File: src/rtl/argb_cursor_enc.sv
module argb_cursor_enc #(
  parameter logic [7:0] CTRL_IDX = 8'h19,
  parameter logic [7:0] CTRL_VAL = 8'h04
) (
  input  logic        clk,
  input  logic        rst_n,
  input  logic        start,
  input  logic [15:0] size_w,
  input  logic [15:0] size_h,
  input  logic        px_valid,
  output logic        px_ready,
  input  logic [31:0] px_data,
  output logic        ob_valid,
  output logic [7:0]  ob_data,
  output logic        reg_valid,
  output logic [7:0]  reg_idx,
  output logic [7:0]  reg_data,
  output logic        done,
  output logic        error
);
  localparam int SIDE = 64;
  localparam int ROWB = 48;
  localparam int NCOL = 16;

  typedef enum logic [2:0] {S_IDLE, S_SCAN, S_PAL, S_ENC, S_EMIT, S_CTRL, S_DONE, S_ERR} st_t;
  st_t st;

  logic [11:0] cnt;
  logic [23:0] pal [NCOL];
  logic [4:0]  pal_n;
  logic [4:0]  ent;
  logic [1:0]  comp;
  logic [5:0]  bcnt;
  logic [7:0]  row    [ROWB];
  logic [7:0]  row_nx [ROWB];

  wire [7:0]  alpha  = px_data[31:24];
  wire [23:0] rgb    = px_data[23:0];
  wire        take   = px_valid && px_ready;
  wire        opaque = alpha == 8'hFF;
  wire        clear  = alpha == 8'h00;
  wire [5:0]  col    = cnt[5:0];
  wire [5:0]  tbyte  = 6'd47 - {3'b0, col[5:3]};

  logic       hit;
  logic [3:0] hit_idx;
  always_comb begin
    hit = 1'b0;
    hit_idx = 4'd0;
    for (int i = NCOL - 1; i >= 0; i--)
      if (5'(i) < pal_n && pal[i] == rgb) begin
        hit = 1'b1;
        hit_idx = 4'(i);
      end
  end

  wire        new_col = opaque && !hit;
  wire        overflow = new_col && pal_n == 5'(NCOL);

  assign px_ready  = st == S_SCAN || st == S_ENC || st == S_ERR;
  assign ob_valid  = st == S_EMIT;
  assign ob_data   = row[bcnt];
  assign done      = st == S_DONE;
  assign error     = st == S_ERR;
  assign reg_valid = (st == S_PAL && ent != pal_n) || st == S_CTRL;

  wire [7:0]  ent8 = {4'b0, ent[3:0]};
  wire [7:0]  base = ent < 5'd3 ? 8'h08 + (ent8 << 2) : 8'h60 + ent8 * 8'd3;
  wire [23:0] cur  = pal[ent[3:0]];
  assign reg_idx  = st == S_CTRL ? CTRL_IDX : base + {6'b0, comp};
  assign reg_data = st == S_CTRL ? CTRL_VAL :
                    comp == 2'd0 ? cur[7:0] : comp == 2'd1 ? cur[15:8] : cur[23:16];

  always_comb
    for (int b = 0; b < ROWB; b++) begin
      row_nx[b] = col == 6'd0 ? 8'h00 : row[b];
      if (!clear && 6'(b) == col[5:1])
        row_nx[b] = row_nx[b] | (col[0] ? {hit_idx, 4'b0} : {4'b0, hit_idx});
      if (clear && 6'(b) == tbyte)
        row_nx[b] = row_nx[b] | (8'h80 >> col[2:0]);
    end

  always_ff @(posedge clk)
    if (st == S_ENC && take)
      for (int b = 0; b < ROWB; b++) row[b] <= row_nx[b];

  always_ff @(posedge clk) begin
    if (!rst_n) begin
      st <= S_IDLE;
      cnt <= '0; pal_n <= '0; ent <= '0; comp <= '0; bcnt <= '0;
    end else if (start) begin
      cnt <= '0; pal_n <= '0; ent <= '0; comp <= '0; bcnt <= '0;
      st <= (size_w == 16'(SIDE) && size_h == 16'(SIDE)) ? S_SCAN : S_ERR;
    end else begin
      case (st)
        S_SCAN: if (take) begin
          if (!opaque && !clear) st <= S_ERR;
          else if (overflow) st <= S_ERR;
          else begin
            if (new_col) begin
              pal[pal_n[3:0]] <= rgb;
              pal_n <= pal_n + 5'd1;
            end
            cnt <= cnt + 12'd1;
            if (cnt == 12'hFFF) st <= S_PAL;
          end
        end
        S_PAL:
          if (ent == pal_n) st <= S_ENC;
          else if (comp == 2'd2) begin
            comp <= 2'd0;
            ent <= ent + 5'd1;
          end else comp <= comp + 2'd1;
        S_ENC: if (take) begin
          cnt <= cnt + 12'd1;
          if (col == 6'(SIDE - 1)) begin
            st <= S_EMIT;
            bcnt <= '0;
          end
        end
        S_EMIT: begin
          bcnt <= bcnt + 6'd1;
          if (bcnt == 6'(ROWB - 1)) st <= (cnt == 12'd0) ? S_CTRL : S_ENC;
        end
        S_CTRL: st <= S_DONE;
        default: ;
      endcase
    end
  end

  AST_ONE_STATUS: assert property (@(posedge clk) disable iff (!rst_n) !(done && error));
  AST_BAD_ALPHA: assert property (@(posedge clk) disable iff (!rst_n)
    st == S_SCAN && take && !opaque && !clear && !start |=> error);
  AST_PAL_CAP: assert property (@(posedge clk) disable iff (!rst_n) pal_n <= 5'(NCOL));
  AST_ERR_HOLDS: assert property (@(posedge clk) disable iff (!rst_n) error && !start |=> error);
  AST_SILENT_ERR: assert property (@(posedge clk) disable iff (!rst_n)
    error |-> !ob_valid && !reg_valid && px_ready);
  AST_DONE_AFTER_CTRL: assert property (@(posedge clk) disable iff (!rst_n)
    $rose(done) |-> $past(reg_valid && reg_idx == CTRL_IDX && reg_data == CTRL_VAL));
  AST_NO_READY_EMIT: assert property (@(posedge clk) disable iff (!rst_n) ob_valid |-> !px_ready);
endmodule

File: config.mk
export PLATFORM = sky130hd
export DESIGN_NAME = argb_cursor_enc
export DESIGN_NICKNAME = d
export VERILOG_FILES = /design/src/rtl/argb_cursor_enc.sv
export SDC_FILE = /design/constraint.sdc
export NUM_CORES = 2
export LEC_CHECK = 0
export BUFFER_PORTS_ARGS = -buffer_cell sky130_fd_sc_hd__buf_2
export CAP_MARGIN = 20
export CORE_MARGIN = 1.5
export CORE_UTILIZATION = 60
export DETAILED_ROUTE_END_ITERATION = 16
export PLACE_DENSITY = 0.77
export SLEW_MARGIN = 20
export SYNTH_ARGS = -nofsm -noshare
export SYNTH_HDL_FRONTEND = slang
export SYNTH_SLANG_ARGS = --single-unit
File: constraint.sdc
create_clock -name clk -period 31.1 [get_ports clk]
set_input_delay 4.665 -clock clk [delete_from_list [all_inputs] [get_ports clk]]
set_output_delay 4.665 -clock clk [all_outputs]
set_load 0.05 [all_outputs]
; ---- Word level (Yosys, flattened, before mapping)
; Memory sizes are Yosys's and may differ from the RTL's. A register that Yosys moved wholly into a read port is not among the register bits.
; Index checks and enable logic that the tools add are counted.
[word_totals]
reg_bits = 33
wordCells = 569
ramBits = 768
n_memories = 2
[classes]
magnitude_cmp = 17
bitwise_logic = 84
shifts = 1
n_addsub = 9
n_mux = 201
n_reduce_logical = 125
n_eq_ne = 123
mul = 1
[mem_list]
columns = name, depth, width, rd, rd_ports_with_merged_regs, write_ports, line
row1 = pal, 16, 24, 17, 1, 1, 29  ; logic [23:0] pal [NCOL];
row2 = row, 48, 8, 49, 1, 48, 34  ; logic [7:0] row [ROWB];
[ops]
columns = cell, count
row1 = 2-to-1 mux 8 bit, 134
row2 = OR 8 bit, 80
row3 = == test 24 bit, 16
row4 = logical AND 1 bit, 103
row5 = == test 5 x 6 -> 1 bit (first input constant), 16
row6 = == test 6 bit (first input constant), 16
row7 = == test 5 bit (first input constant), 16
row8 = 2-to-1 mux 4 bit, 18
row9 = == test 4 x 6 -> 1 bit (first input constant), 8
row10 = 2-to-1 mux 12 bit, 4
row11 = == test 4 x 5 -> 1 bit (first input constant), 8
row12 = less-than comparator 4 x 5 -> 1 bit (first input constant), 8
row13 = 2-to-1 mux 3 bit, 11
row14 = == test 16 x 7 -> 1 bit (second input constant), 2
row15 = 2-to-1 mux 1 bit, 26
row16 = == test 3 x 6 -> 1 bit (first input constant), 4
row17 = 2-to-1 mux 6 bit, 4
row18 = case mux 12 bit (2 select lines), 1
row19 = == test 3 x 5 -> 1 bit (first input constant), 4
row20 = less-than comparator 3 x 5 -> 1 bit (first input constant), 4
row21 = case mux 3 bit (5 select lines), 1
row22 = adder 12 x 1 -> 12 bit (second input constant), 1
row23 = == test 12 bit (second input constant), 1
row24 = == test 2 x 6 -> 1 bit (first input constant), 2
row25 = other kinds (47), 73

; ---- Longest topological paths before layout
; An unclocked memory read counts as a cell.
[logic_depth]
word_depth = 29
depth_mapped = 13
mapped_depth_nobuf = 13

; ---- Worst setup path after synthesis
; OpenSTA, ideal clock, no wires.
[synth_timing]
path_type = input to register
start = in px_valid
end = reg (tool-made name)
setup_ns = 0.132
cell_stages = 8
arrival_ns = 13.658
path_buffers = 0
required_time_ns = 30.968
setup_slack_ns = 17.310
path_cell_list = and3_1 -> and2_1 -> nand4_1 -> nand2_1 -> and4_1 -> nand3_1 -> xor2_1 -> nor2_1
[synth_lines]
columns = item, line
row1 = "start, declared", 10  ; input logic px_valid,

==> results.txt <==
Fin crit share: 30.4%
GRT met3 Usage: 10.0%
Routed len/inst: 30.6 µm
Worst path max stage delay: 800 ps
WL final: 122 mm
Die span in y: 261 µm
Net Count, Synth: 3131
CTS resizes: 0
DRC errors left: 0
TritonCTS clock tree: built
Post-DRT Antenna Nets: 0
Crit path max-delay cell type: buf_4
H-tree depth: 3
Total Nets Final: 3148
Design Area, Final: 43700 µm²
Post-synth EDFFs: 704
Post-synthesis instance area: 39800 µm²
CTS sink cnt: 747
Largest net degree at the start of global routing: 193
Slew of the pin with the lowest slew margin: 1100 ps
Clk_skew: 17.6 ps
Initial antenna violation count: 3
CTS Hold Bufs: 0
Vias in the first global route: 26.6k
GR met2 Demand/Resource: 50.9%
Crit start category: flip-flop
WS Path Type: flip-flop to primary output
CORE AREA: 65700 µm²
Hold Path End: cnt[10]$_SDFFE_PP0P_
Worst r2r path cells: 10
Max_cap viols: 0
Slew headroom: 26.6%
Final GP Congestion: 1.02
GRT Total Usage: 35.8%
I/O Pins: 97
GR Overflow Total: 0
Unrepaired setup endpoints after global routing: no
Async set-or-reset flop fraction in the synthesized netlist: 0%
Hold violation count in the final report: 0
Syn avg cell area: 13.1 µm²
Via count: 28.5k
Post-CTS setup buffers: 0
DP Area: 41000 µm²
Chip width: 261 µm
Row count: 94
Max Fclk: 0.106 GHz
Worst-Skew Late Latency: 630 ps
Buffer and inverter count on the worst path: 3
Initial DRC Count: 4252
Crit Reg-Reg Endpoint: pal[3][21]$_DFFE_PP_
WHS Path Cells: 2
Gr busiest metal: met1
Outcome: complete, no violations
Fin Setup TNS: 0 ps
Hold Path Origin: cnt[10]$_SDFFE_PP0P_
Worst-path clk slew: 70 ps
Clock Tree Buf Depth: 3
Peak supply drop: 0.0000454 V
FILL cells: 4639
IO buf count: 96
Starting Density: 60.6%
Area delta synth->final: 9.65%
Synth warnings: 0
Top delay family on crit path: buffers and inverters
Critical-path maximum fanout: 42
CTS Buf Count: 79
Die area: 67900 µm²
First-pass GRT wire length: 178 mm
Cell Chain, Critical Path: buf_4, buf_4, mux4_2, mux4_2, mux2i_1, nor2_1, a21oi_1, nor2_1, buf_2
Final setup viols: 0
Cell leakage power: 13.9 nW
Post-Synthesis Cells: 3040
Max Slew Vio Count: 0
Root Driver: clkbuf_16
Pwr Density: 50.2 nW/µm²
Worst reg-to-reg setup slack: 25530 ps
Critical path arrival: 4800 ps
Antenna Cells: 0
Crit path capture type: primary output
Min cycle time layout: 9470 ps
Yosys reg bits: 747
Routed vias/inst: 7.15
Reg-to-reg startpoint: pal_n[4]$_SDFFE_PP0P_
Share of cells above drive strength 1: 17.9%
WP data required: 26440 ps
Worst hold-check path type: flip-flop to flip-flop
Dpl hpwl: 82.5 mm
Netlist cell types: 78
Met1 Use GR: 54.4%
Sequential share of the synthesized area: 55.3%
Initial DRT Pass Iterations: 8
Most used DFF post-synth: edfxtp_1
Tot Pwr: 0.00219 W
-- kinds of logic after synthesis --
| group | count (synthesis) | synth area share (%) |
|---|---|---|
| AO/OA/AOI/OAI | 470 | 7.75 |
| flip-flops | 747 | 55.3 |
| adder cells (fa/ha/maj) | 23 | 0.761 |
| multiplexers | 251 | 13.1 |
| AND/OR/NAND/NOR | 894 | 11.4 |
| buffers and inverters | 242 | 2.63 |
| XOR/XNOR | 413 | 9.09 |
-- placed cells by master, fill, tap and decap left out, types with 96 or more instances in the layout --
cell type    n
nor4_1     109
nor2_1     174
o21ai_0    212
nand2_1    304
xnor2_1    119
mux4_2     216
xor2_1     294
buf_2       96
edfxtp_1   704
a22o_1     112
-- cell type report --
| class | count | area [µm²] | share of cell area [%] |
|---|---|---|---|
| clock buffers | 102 | 2200 | 5.04 |
| clock inverters | 41 | 405 | 0.929 |
| inverters | 20 | 75.1 | 0.172 |
| multi-input cells | 2051 | 16900 | 38.8 |
| flip-flops and latches | 747 | 22000 | 50.4 |
| well taps | 864 | 1080 | 2.48 |
| repair buffers | 158 | 958 | 2.20 |
-- routing by layer --
layer,vias to the layer above,part of all wire [%],wire [µm]
met2,2129,43,52800
met3,198,14,17400
met5,-,0.011,13
met4,2,2.5,3050
met1,14400,40,48600
li1,11800,-,-
-- report_power, final --
part	total [W]	switching, W	internal, W
clock	0.000964	0.000405	0.000559
sequential	0.00111	0.00000752	0.00111
combinational	0.000113	0.0000770	0.0000358
total	0.00219	0.000489	0.00170
-- how the worst max path moves through the flow --
stage                startpoint              endpoint  slack (ps)  cells past startpoint
floorplan              px_valid             flip-flop       17310                      8
global placement    px_data[23]  pal[3][16]$_DFFE_PP_       21480                     11
detailed placement  px_data[23]  pal[3][16]$_DFFE_PP_       21310                     11
CTS                   flip-flop           reg_data[6]       21530                      9
global route          flip-flop           reg_data[2]       21330                      8
finish                flip-flop           reg_data[6]       21630                      9
-- worst min-delay path, stage by stage, from the launching register on --
cell     delay (ps)
dfxtp_1         340
o31ai_1          70
a21oi_1          60
-- state kept, by name (all words and copies together), names as in the netlist, named ones only --
register and count:
ent 5, pal 384, row 320, cnt 12
pal_n 5, comp 2, st 3, bcnt 6
-- cell usage after synthesis (3+ instances only) --
master	instances	area [µm²]
edfxtp_1	704	21100
nand2_1	304	1140
xor2_1	294	2570
mux4_2	216	4860
o21ai_0	212	1060
nor2_1	174	653
clkbuf_1	142	533
xnor2_1	119	1040
nor4_1	114	713
a22o_1	112	981
nand4_1	58	363
a21oi_1	55	275
nor3_1	49	245
nand3_1	45	225
dfxtp_1	43	861
a32oi_1	33	289
mux2i_1	33	330
and3b_1	31	272
buf_2	31	155
buf_1	25	93.8
buf_4	21	158
ha_1	21	263
inv_1	18	67.6
nor2b_1	14	87.6
nand4b_1	12	105
or4_1	10	75.1
and3_1	9	56.3
nand2b_1	9	56.3
nor4b_1	9	78.8
or3_1	9	56.3
or3b_2	9	78.8
o22ai_1	8	50.1
or2_2	8	50.1
and2_1	7	43.8
and4b_1	6	60.1
o21a_1	6	45.0
a211oi_1	5	37.5
o31ai_1	5	37.5
a31oi_1	4	25.0
o21ai_1	4	20.0
a21o_1	3	22.5
buf_6	3	33.8
-- per-stage QoR --
step	std cells	hold slack (ps)	setup slack, ps	utilization (%)
after floorplan	3040	464	17310	-
after global placement	3840	480	21480	62.4
after detailed placement	3840	499	21310	62.4
after CTS	3983	508	21530	66.4
after global routing	3983	550	21330	66.4
final	3983	520	21630	66.4
No activity file was read; power rests on OpenSTA's default activity.
